File: src/rtl/arf_pkg.sv
package arf_pkg;
  localparam int unsigned REG_AW = 3;

  localparam logic [REG_AW-1:0] REG_START = 3'd0;
  localparam logic [REG_AW-1:0] REG_END   = 3'd1;
  localparam logic [REG_AW-1:0] REG_RPTR  = 3'd2;
  localparam logic [REG_AW-1:0] REG_CTRL  = 3'd3;
  localparam logic [REG_AW-1:0] REG_SRST  = 3'd4;

  typedef struct packed {
    logic init;      // bit 3
    logic fifo_en;   // bit 2
    logic drain_en;  // bit 1
    logic fill_en;   // bit 0
  } ctrl_t;

  typedef enum logic {
    FS_IDLE,
    FS_BEATS
  } fetch_state_e;
endpackage

File: src/rtl/arf_regs.sv
module arf_regs
  import arf_pkg::*;
#(
  parameter int unsigned ADDR_W = 32,
  parameter int unsigned OFS_W  = 3
) (
  input  logic              clk_i,
  input  logic              rst_ni,
  input  logic              wr_i,
  input  logic [REG_AW-1:0] addr_i,
  input  logic [31:0]       wdata_i,
  input  logic [ADDR_W-1:0] rptr_i,
  output logic [ADDR_W-1:0] start_o,
  output logic [ADDR_W-1:0] end_o,
  output ctrl_t             ctrl_o,
  output logic              rptr_wr_o,
  output logic [ADDR_W-1:0] rptr_wdata_o,
  output logic              srst_o,
  output logic [31:0]       rdata_o
);
  logic [ADDR_W-1:0] aligned_wdata;
  logic [ADDR_W-1:0] start_q, end_q;
  ctrl_t             ctrl_q;

  assign aligned_wdata = {wdata_i[ADDR_W-1:OFS_W], {OFS_W{1'b0}}};
  assign srst_o        = wr_i && (addr_i == REG_SRST);
  assign rptr_wr_o     = wr_i && (addr_i == REG_RPTR);
  assign rptr_wdata_o  = aligned_wdata;

  always_ff @(posedge clk_i or negedge rst_ni) begin
    if (!rst_ni) begin
      start_q <= '0;
      end_q   <= '0;
      ctrl_q  <= '0;
    end else begin
      if (wr_i && addr_i == REG_START) start_q <= aligned_wdata;
      if (wr_i && addr_i == REG_END)   end_q   <= aligned_wdata;
      if (srst_o)                      ctrl_q  <= '0;
      else if (wr_i && addr_i == REG_CTRL) ctrl_q <= ctrl_t'(wdata_i[3:0]);
    end
  end

  always_comb begin
    unique case (addr_i)
      REG_START: rdata_o = 32'(start_q);
      REG_END:   rdata_o = 32'(end_q);
      REG_RPTR:  rdata_o = 32'(rptr_i);
      REG_CTRL:  rdata_o = {28'd0, ctrl_q};
      default:   rdata_o = '0;
    endcase
  end

  assign start_o = start_q;
  assign end_o   = end_q;
  assign ctrl_o  = ctrl_q;
endmodule

File: src/rtl/arf_fifo.sv
module arf_fifo #(
  parameter int unsigned DATA_W = 64,
  parameter int unsigned DEPTH  = 32,
  parameter int unsigned LVL_W  = $clog2(DEPTH + 1)
) (
  input  logic              clk_i,
  input  logic              rst_ni,
  input  logic              flush_i,
  input  logic              push_i,
  input  logic [DATA_W-1:0] push_data_i,
  input  logic              pop_i,
  output logic [DATA_W-1:0] pop_data_o,
  output logic [LVL_W-1:0]  level_o,
  output logic [LVL_W-1:0]  free_o
);
  localparam int unsigned PTR_W = $clog2(DEPTH);

  logic [DATA_W-1:0] mem_q [DEPTH];
  logic [PTR_W-1:0]  wr_ptr_q, rd_ptr_q;
  logic [LVL_W-1:0]  level_q;
  logic              do_push, do_pop;

  assign do_push = push_i && (level_q != LVL_W'(DEPTH));
  assign do_pop  = pop_i && (level_q != '0);

  always_ff @(posedge clk_i) begin
    if (do_push && !flush_i) mem_q[wr_ptr_q] <= push_data_i;
  end

  always_ff @(posedge clk_i or negedge rst_ni) begin
    if (!rst_ni) begin
      wr_ptr_q <= '0;
      rd_ptr_q <= '0;
      level_q  <= '0;
    end else if (flush_i) begin
      wr_ptr_q <= '0;
      rd_ptr_q <= '0;
      level_q  <= '0;
    end else begin
      if (do_push) wr_ptr_q <= wr_ptr_q + 1'b1;
      if (do_pop)  rd_ptr_q <= rd_ptr_q + 1'b1;
      case ({do_push, do_pop})
        2'b10:   level_q <= level_q + 1'b1;
        2'b01:   level_q <= level_q - 1'b1;
        default: level_q <= level_q;
      endcase
    end
  end

  assign pop_data_o = mem_q[rd_ptr_q];
  assign level_o    = level_q;
  assign free_o     = LVL_W'(DEPTH) - level_q;
endmodule

File: src/rtl/arf_fetch.sv
module arf_fetch
  import arf_pkg::*;
#(
  parameter int unsigned ADDR_W    = 32,
  parameter int unsigned DATA_W    = 64,
  parameter int unsigned BURST_LEN = 16,
  parameter int unsigned LVL_W     = 6
) (
  input  logic              clk_i,
  input  logic              rst_ni,
  input  logic [ADDR_W-1:0] start_i,
  input  logic [ADDR_W-1:0] end_i,
  input  logic              fill_en_i,
  input  logic              fifo_en_i,
  input  logic              init_i,
  input  logic              srst_i,
  input  logic              rptr_wr_i,
  input  logic [ADDR_W-1:0] rptr_wdata_i,
  input  logic [LVL_W-1:0]  free_i,
  output logic              mem_req_o,
  output logic [ADDR_W-1:0] mem_addr_o,
  input  logic              mem_gnt_i,
  input  logic              mem_rvalid_i,
  output logic              push_o,
  output logic [ADDR_W-1:0] rptr_o
);
  localparam int unsigned WORD_BYTES  = DATA_W / 8;
  localparam int unsigned BURST_BYTES = BURST_LEN * WORD_BYTES;
  localparam int unsigned CNT_W       = $clog2(BURST_LEN);
  localparam logic [ADDR_W-1:0] STEP     = ADDR_W'(BURST_BYTES);
  localparam logic [ADDR_W-1:0] LAST_OFS = ADDR_W'(BURST_BYTES - WORD_BYTES);

  fetch_state_e      state_q;
  logic [CNT_W-1:0]  beat_q;
  logic              discard_q;
  logic [ADDR_W-1:0] rptr_q;
  logic              accept, wraps, drop_now, last_beat;

  assign mem_req_o  = (state_q == FS_IDLE) && fill_en_i && fifo_en_i && !init_i &&
                      !srst_i && (free_i >= LVL_W'(BURST_LEN));
  assign mem_addr_o = rptr_q;
  assign accept     = mem_req_o && mem_gnt_i;
  assign wraps      = (rptr_q + LAST_OFS) >= end_i;
  assign drop_now   = srst_i || init_i || !fifo_en_i;
  assign last_beat  = mem_rvalid_i && (beat_q == CNT_W'(BURST_LEN - 1));

  always_ff @(posedge clk_i or negedge rst_ni) begin
    if (!rst_ni) begin
      rptr_q <= '0;
    end else if (init_i) begin
      rptr_q <= start_i;
    end else if (rptr_wr_i) begin
      rptr_q <= rptr_wdata_i;
    end else if (accept) begin
      rptr_q <= wraps ? start_i : rptr_q + STEP;
    end
  end

  always_ff @(posedge clk_i or negedge rst_ni) begin
    if (!rst_ni) begin
      state_q   <= FS_IDLE;
      beat_q    <= '0;
      discard_q <= 1'b0;
    end else begin
      unique case (state_q)
        FS_IDLE: begin
          if (accept) begin
            state_q   <= FS_BEATS;
            beat_q    <= '0;
            discard_q <= 1'b0;
          end
        end
        FS_BEATS: begin
          if (drop_now) discard_q <= 1'b1;
          if (mem_rvalid_i) beat_q <= beat_q + 1'b1;
          if (last_beat) state_q <= FS_IDLE;
        end
        default: state_q <= FS_IDLE;
      endcase
    end
  end

  assign push_o = (state_q == FS_BEATS) && mem_rvalid_i && !discard_q && !drop_now;
  assign rptr_o = rptr_q;
endmodule

File: src/rtl/audio_ring_fetch.sv
module audio_ring_fetch
  import arf_pkg::*;
#(
  parameter int unsigned ADDR_W     = 32,
  parameter int unsigned DATA_W     = 64,
  parameter int unsigned BURST_LEN  = 16,
  parameter int unsigned FIFO_DEPTH = 32,
  parameter int unsigned LVL_W      = $clog2(FIFO_DEPTH + 1)
) (
  input  logic              clk_i,
  input  logic              rst_ni,
  input  logic              reg_wr_i,
  input  logic [2:0]        reg_addr_i,
  input  logic [31:0]       reg_wdata_i,
  output logic [31:0]       reg_rdata_o,
  output logic              mem_req_o,
  output logic [ADDR_W-1:0] mem_addr_o,
  input  logic              mem_gnt_i,
  input  logic              mem_rvalid_i,
  input  logic [DATA_W-1:0] mem_rdata_i,
  output logic              smp_valid_o,
  input  logic              smp_ready_i,
  output logic [DATA_W-1:0] smp_data_o,
  output logic [LVL_W-1:0]  fifo_level_o
);
  localparam int unsigned OFS_W = $clog2(DATA_W / 8);

  ctrl_t             ctrl;
  logic [ADDR_W-1:0] start_addr, end_addr, rptr, rptr_wdata;
  logic              rptr_wr, srst, push, flush, pop;
  logic [LVL_W-1:0]  level, free;

  arf_regs #(
    .ADDR_W(ADDR_W),
    .OFS_W (OFS_W)
  ) i_regs (
    .clk_i       (clk_i),
    .rst_ni      (rst_ni),
    .wr_i        (reg_wr_i),
    .addr_i      (reg_addr_i),
    .wdata_i     (reg_wdata_i),
    .rptr_i      (rptr),
    .start_o     (start_addr),
    .end_o       (end_addr),
    .ctrl_o      (ctrl),
    .rptr_wr_o   (rptr_wr),
    .rptr_wdata_o(rptr_wdata),
    .srst_o      (srst),
    .rdata_o     (reg_rdata_o)
  );

  arf_fetch #(
    .ADDR_W   (ADDR_W),
    .DATA_W   (DATA_W),
    .BURST_LEN(BURST_LEN),
    .LVL_W    (LVL_W)
  ) i_fetch (
    .clk_i       (clk_i),
    .rst_ni      (rst_ni),
    .start_i     (start_addr),
    .end_i       (end_addr),
    .fill_en_i   (ctrl.fill_en),
    .fifo_en_i   (ctrl.fifo_en),
    .init_i      (ctrl.init),
    .srst_i      (srst),
    .rptr_wr_i   (rptr_wr),
    .rptr_wdata_i(rptr_wdata),
    .free_i      (free),
    .mem_req_o   (mem_req_o),
    .mem_addr_o  (mem_addr_o),
    .mem_gnt_i   (mem_gnt_i),
    .mem_rvalid_i(mem_rvalid_i),
    .push_o      (push),
    .rptr_o      (rptr)
  );

  assign flush = !ctrl.fifo_en || ctrl.init || srst;

  arf_fifo #(
    .DATA_W(DATA_W),
    .DEPTH (FIFO_DEPTH),
    .LVL_W (LVL_W)
  ) i_fifo (
    .clk_i      (clk_i),
    .rst_ni     (rst_ni),
    .flush_i    (flush),
    .push_i     (push),
    .push_data_i(mem_rdata_i),
    .pop_i      (pop),
    .pop_data_o (smp_data_o),
    .level_o    (level),
    .free_o     (free)
  );

  assign smp_valid_o  = ctrl.drain_en && ctrl.fifo_en && (level != '0);
  assign pop          = smp_valid_o && smp_ready_i;
  assign fifo_level_o = level;
endmodule

File: config.mk
export PLATFORM = sky130hd
export DESIGN_NAME = audio_ring_fetch
export DESIGN_NICKNAME = d
export VERILOG_FILES = /design/src/rtl/arf_pkg.sv /design/src/rtl/arf_regs.sv /design/src/rtl/arf_fifo.sv /design/src/rtl/arf_fetch.sv /design/src/rtl/audio_ring_fetch.sv
export SDC_FILE = /design/constraint.sdc
export NUM_CORES = 2
export LEC_CHECK = 0
export BUFFER_PORTS_ARGS = -buffer_cell sky130_fd_sc_hd__buf_2
export CORE_MARGIN = 5
export CORE_UTILIZATION = 42
export DETAILED_ROUTE_END_ITERATION = 16
export GPL_TIMING_DRIVEN = 1
export HOLD_SLACK_MARGIN = 0.15
export PLACE_DENSITY = 0.65
export SKIP_CTS_REPAIR_TIMING = 1
export SYNTH_ARGS = -nofsm -noshare
export SYNTH_HDL_FRONTEND = slang
export SYNTH_SLANG_ARGS = --single-unit
export TNS_END_PERCENT = 5
File: constraint.sdc
create_clock -name clk_i -period 11.17 [get_ports clk_i]
set_input_delay 2.234 -clock clk_i [delete_from_list [all_inputs] [get_ports clk_i]]
set_output_delay 2.234 -clock clk_i [all_outputs]
set_load 0.01 [all_outputs]
## Word-level counts from Yosys, hierarchy flattened

Memories as Yosys holds them, arrays and structs flattened.
Index checks and enable logic that the tools add are counted.

- Memory bits (writable): 2,048
- Memories: 1
- Word-level logic and storage cells: 100
- Bits in registers: 116
- Output and inout port bits: 136
- Input port bits: 105

- Magnitude comparators: 2
- Reductions and logical operators: 40
- Multiplexer cells: 24
- Bitwise operators: 1
- Eq/ne operators: 11
- $add $sub $neg: 8

Memories:

| memory | words | width | read ports | clocked after Yosys merged registers in | write ports | RTL line | RTL |
|---|---|---|---|---|---|---|---|
| i_fifo.mem_q | 32 | 64 | 1 | 0 | 1 | arf_fifo.sv:18 | `logic [DATA_W-1:0] mem_q [DEPTH];` |

Operator list:

| kind | number |
|---|---|
| 32-bit 2-to-1 mux | 4 |
| 32-bit case mux with 4 select lines | 1 |
| 32-bit by 7-bit adder with 32-bit output, second input constant | 1 |
| 32-bit by 8-bit adder with 32-bit output, second input constant | 1 |
| 32-bit >= comparator | 1 |
| 1-bit logical AND | 21 |
| 5-bit 2-to-1 mux | 4 |
| 4-bit 2-to-1 mux | 4 |
| 6-bit case mux with 2 select lines | 1 |
| 5-bit by 1-bit adder with 5-bit output, second input constant | 2 |
| 4-bit case mux with 2 select lines | 1 |
| 6-bit by 1-bit adder with 6-bit output, second input constant | 1 |
| 3-bit by 2-bit == test with 1-bit output, second input constant | 2 |
| 6-bit by 5-bit >= comparator with 1-bit output, second input constant | 1 |
| 1-bit zero test | 6 |
| 1-bit 2-to-1 mux | 6 |
| 6-bit 2-to-1 mux | 1 |
| 6-bit != test, second input constant | 1 |
| 2-bit nonzero test | 3 |
| 3-bit nonzero test | 2 |
| 6-bit nonzero test | 1 |
| 6-bit by 1-bit subtractor with 6-bit output, second input constant | 1 |
| 6-bit subtractor, first input constant | 1 |
| 4-bit by 1-bit adder with 4-bit output, second input constant | 1 |
| other kinds (12) | 18 |

## Depth between registers and ports, before layout

- Word-level depth: 10
- Mapped depth: 18
- Depth with buffers taken out: 14

## Cells and area by module

Synthesis repeated with hierarchy kept, for this count alone.

- Cells, all modules: 4,733
- Area total of the unflattened synthesis: 86,813.3 um2

Modules (own cells, without submodules):

| module | seq. area each (um2) | area each (um2) | times used | cells an instance |
|---|---|---|---|---|
| arf_fifo | 61,899.4 | 78,669.2 | 1 | 3,780 |
| arf_fetch | 950.9 | 4,543.1 | 1 | 623 |
| arf_regs | 1,551.5 | 3,557.2 | 1 | 323 |
| audio_ring_fetch | 0.0 | 43.8 | 1 | 7 |

## Worst setup path before layout

No wires, ideal clock.

- Kind: input to register
- From: in reg_addr_i[0]
- To: mem i_fifo.mem_q[23][0], enable pin
- Data arrival time: 6.239 ns
- Setup slack: 4.444 ns
- Stages: 8
- Setup time: 0.487 ns
- Buffers on the path: 3
- Required time: 10.683 ns
- Path through: clkbuf_1 > nand3b_1 > o211ai_1 > clkbuf_1 > nor2b_1 > nand2_1 > clkbuf_1 > nor2_1

- Longest elaborated chain between the ends: 10
- Elaborated cells on any way between the ends: 12
- Classes of those cells: 1 x eq/ne; 2 x mux; 9 x reduce/logical

RTL lines:

| what | RTL line | RTL |
|---|---|---|
| start: declaration | audio_ring_fetch.sv:13 | `input logic [2:0] reg_addr_i,` |
| 3-bit == test (*) | arf_regs.sv:26 | `assign srst_o = wr_i && (addr_i == REG_SRST);` |
| 1-bit logical AND (*) | arf_regs.sv:26 |  |
| 1-bit logical OR (2 in series) | arf_fetch.sv:44 | `assign drop_now = srst_i \|\| init_i \|\| !fifo_en_i;` |
| 1-bit zero test | arf_fetch.sv:83 | `assign push_o = (state_q == FS_BEATS) && mem_rvalid_i && !discard_q && !drop_now;` |
| 1-bit logical AND | arf_fetch.sv:83 |  |
| 1-bit logical AND | arf_fifo.sv:23 | `assign do_push = push_i && (level_q != LVL_W'(DEPTH));` |
| 1-bit logical AND (*) | arf_fifo.sv:27 | `if (do_push && !flush_i) mem_q[wr_ptr_q] <= push_data_i;` |
| 1-bit 2-to-1 mux (*) | arf_fifo.sv:27 |  |
| 1-bit 2-to-1 mux (not written as such) (*) | arf_fifo.sv:27 |  |
| end: declaration | arf_fifo.sv:18 |  |

Every way passes the cells marked *; elsewhere a longest branch is shown, timed or not.

## Final worst setup path

- From: reg i_fifo.rd_ptr_q[0]
- To: out smp_data_o[40]

- Longest elaborated chain between the ends: 1

RTL lines:

| what | RTL line | RTL |
|---|---|---|
| start: declaration | arf_fifo.sv:19 | `logic [PTR_W-1:0] wr_ptr_q, rd_ptr_q;` |
| start signal: assignment | arf_fifo.sv:41 | `if (do_pop) rd_ptr_q <= rd_ptr_q + 1'b1;` |
| memory read 32 x 64 bit | -- |  |
| end: declaration | audio_ring_fetch.sv:23 | `output logic [DATA_W-1:0] smp_data_o,` |

Every way passes these cells.

==> results.md <==
- Status: finished clean
- # port buffers: between 200 and 250
- Post-synth EDFFs: 2048
- Post-synth cell types: between 60 and 70
- Initial antenna violation count: 18
- Fin cells: 7013
- Layout cell share with drive strength beyond 1: 32.2%
- Post-Route WL: a little over 200 mm
- Initial Util: 42.1%
- Worst clock skew: 87.2 ps
- Clock Tree Buf Depth: 3
- Synth Area in Compound Gates: 1.42%
- P&R area growth vs syn: 13.5%
- Die W: 460 um
- Tmin final: 6520 ps
- Achievable Freq: 153 MHz
- Core ar.: about 0.2 mm^2
- CTS Buf Count: about 210
- Fin. max-slew vios: 0
- Finish-stage setup viols: 0
- Seq/Total Area, Yosys: 75.6%
- Vias in the first global route: just over 40000
- Area leader, netlist: edfxtp_1
- Post-Synth Adder-Cell Area: 0.626%
- Multiplexer area fraction after synthesis: 18.6%
- Post-synthesis instance total: 3844
- CTS H-tree depth: 4
- Max-cap violations: 0
- Die Ht: 460 um
- #FFs+latches synth: 2161
- Slew headroom: 15.5%
- Top-area cell type share of the netlist area: 72.3%
- Iter 0 DRT Violations: roughly 4600
- Via density: slightly below 6
- Pwr Total: 16.9 mW
- IO Pins: 241
- Largest net degree at the start of global routing: 165
- Worst-path maximum fanout: 49
- Setup tns final: 0 ps
- Clock Sink Count: 2161
- DP Area: approximately 0.090 mm^2
- Arr. time, crit path: 4290 ps
- Avg Cell Area, Syn: 22.1 um^2
- Setup ws final: 4650 ps
- GRT Util Overall: 19.1%
- Area share of and/or/nand/nor cells after synthesis: 1.91%
- DRC viols: 0
- Dominant synthesized flop cell: edfxtp_1
- Clock slew at reported path FFs: 60 ps
- Asr flop ratio synth: 5.23%
- Endpoints failing hold: 0
- Final GP Congestion: 0.844
- DP HPWL: 109 mm
- Remaining global-route overflow: 0
- Hold WS: ~540 ps
- Synth warn: 0
- Startpoint Class: register
- Rows: 165
- Post-route cell area: 0.0966 mm^2
- Post-synthesis cell area: 0.0851 mm^2
- CTS tree: built
- Pwr dens: ~180 mW/mm^2
- Clk root buf: clkbuf_16
- Max rail drop VDD: 0.197 mV
- Fill cells: 16200
- Crit path required time: roughly 8900 ps
- Unrepaired setup endpoints after global routing: no
- Post-layout nets: 4302
- Post-Synth XOR/XNOR Area: 0.618%
- Worst Setup End Kind: primary output
- Die footprint: 0.212 mm^2
- CP Class: register to primary output
- Via count: 40700
- Antenna-violating nets left: 0
- Final Util: a little under half
- Combinational family with the most area after synthesis: multiplexers
- HP Class: register to register
- Final period util: between 50% and 60%
- Post-place setup slack: 3970 ps
- Clock latency on the worst-skew pair: 860 ps
- # placed instances: between 6000 and 7000
- Worst Tran Pin Value: approximately 1300 ps
- First-pass GRT wire length: 295 mm
- Hold Path Cell Cnt: 1
- Leakage: 29.8 nW
- DR WL/cell: 29.0 um
- Worst Reg-to-Reg Cells: 14
- Drt pass-1 iters: 5
- Synth top area cells: edfxtp_1, mux4_2, dfrtp_1, mux2_2, clkbuf_1
-- synth_stat cells (6+ instances only) --
cell type     n
a211oi_1      6
a21oi_1      62
a31oi_1      16
and2_1        8
and3_1        7
buf_1        33
buf_2        33
clkbuf_1    146
dfrtp_1     113
edfxtp_1   2048
ha_1         41
inv_1        42
mux2_2       91
mux2i_1      36
mux4_2      641
nand2_1      87
nand3_1      24
nand4_1      21
nor2_1      140
nor2b_1       7
nor3_1       19
o211ai_1     10
o21ai_0      44
o22ai_1      24
or3_1        14
xnor2_1      27
xor2_1       33
-- layout by cell type (no fill, tap or decap), types with 44 or more instances in the layout --
cell,n
a21oi_1,62
mux4_2,641
nand2_1,87
mux2_2,91
o21ai_0,44
edfxtp_1,2048
dfrtp_1,108
buf_2,236
clkbuf_16,214
clkbuf_1,48
nor2_1,108
buf_4,68
-- worst max-delay path: stages, from the launching register on --
cell and delay (ps):
dfrtp_4 890, buf_4 870, mux4_2 620, mux4_2 530
mux2_2 310, buf_2 150
-- report_power, final --
| part | total [mW] | switching (mW) | internal, mW |
|---|---|---|---|
| clock network | 7.02 | 3.03 | 3.98 |
| logic | 0.764 | 0.470 | 0.294 |
| registers | 9.13 | 0.179 | 8.95 |
| total | 16.9 | 3.68 | 13.2 |
-- layout make-up --
cell class	instances	area (um^2)	area share (%)
well taps	2672	3340	3.46
diodes	13	32.5	0.0337
flip-flops and latches	2161	64300	66.6
clock buffers	264	5560	5.76
repair buffers	314	1890	1.96
inverters	43	161	0.167
multi-input cells	1423	20000	20.7
clock inverters	123	1290	1.34
-- layer usage --
layer / track usage, % / up-vias / routed length [um]
met5: 0 / - / 61
met4: 4.50 / 8 / 4450
met3: 4.47 / 270 / 18000
met2: 30.1 / 1730 / 96600
met1: 27.4 / 21900 / 84000
li1: - / 16800 / -
-- final timing paths --
kind	start	endpoint	slack, ps
setup / recovery	i_fifo.rd_ptr_q[0]	smp_data_o[40]	4650
min in group asynchronous	rst_ni	i_regs.end_o[27]	1400
hold / removal	i_fetch.beat_q[2]	i_fetch.beat_q[2]	540
hold reg to reg	i_fetch.beat_q[2]	i_fetch.beat_q[2]	540
setup reg to reg	i_fetch.mem_addr_o[12]	i_fetch.mem_addr_o[27]	5810
max in group asynchronous	rst_ni	i_fetch.beat_q[2]	8380
-- cells by family (layout without fill, tap and decap cells) --
logic type,after synthesis,in the layout
buffers and inverters,262,744
and+or+nand+nor,353,353
muxes,768,768
AOI/OAI and AO/OA,197,197
other,1,16
DFF,2161,2161
adders and majority gates,42,42
xor gates and xnor gates,60,60
-- sequential cells by signal, indices dropped and copies added, names as in the netlist --
signal and count:
i_fetch.mem_addr_o 29, i_fetch.state_q 1, i_fetch.beat_q 4, i_regs.start_o 29
i_fifo.rd_ptr_q 5, i_regs.ctrl_o 4, i_regs.end_o 29, i_fetch.discard_q 1
i_fifo.mem_q 2048, i_fifo.wr_ptr_q 5, i_fifo.level_o 6
Power figures use the tool's default switching activity.
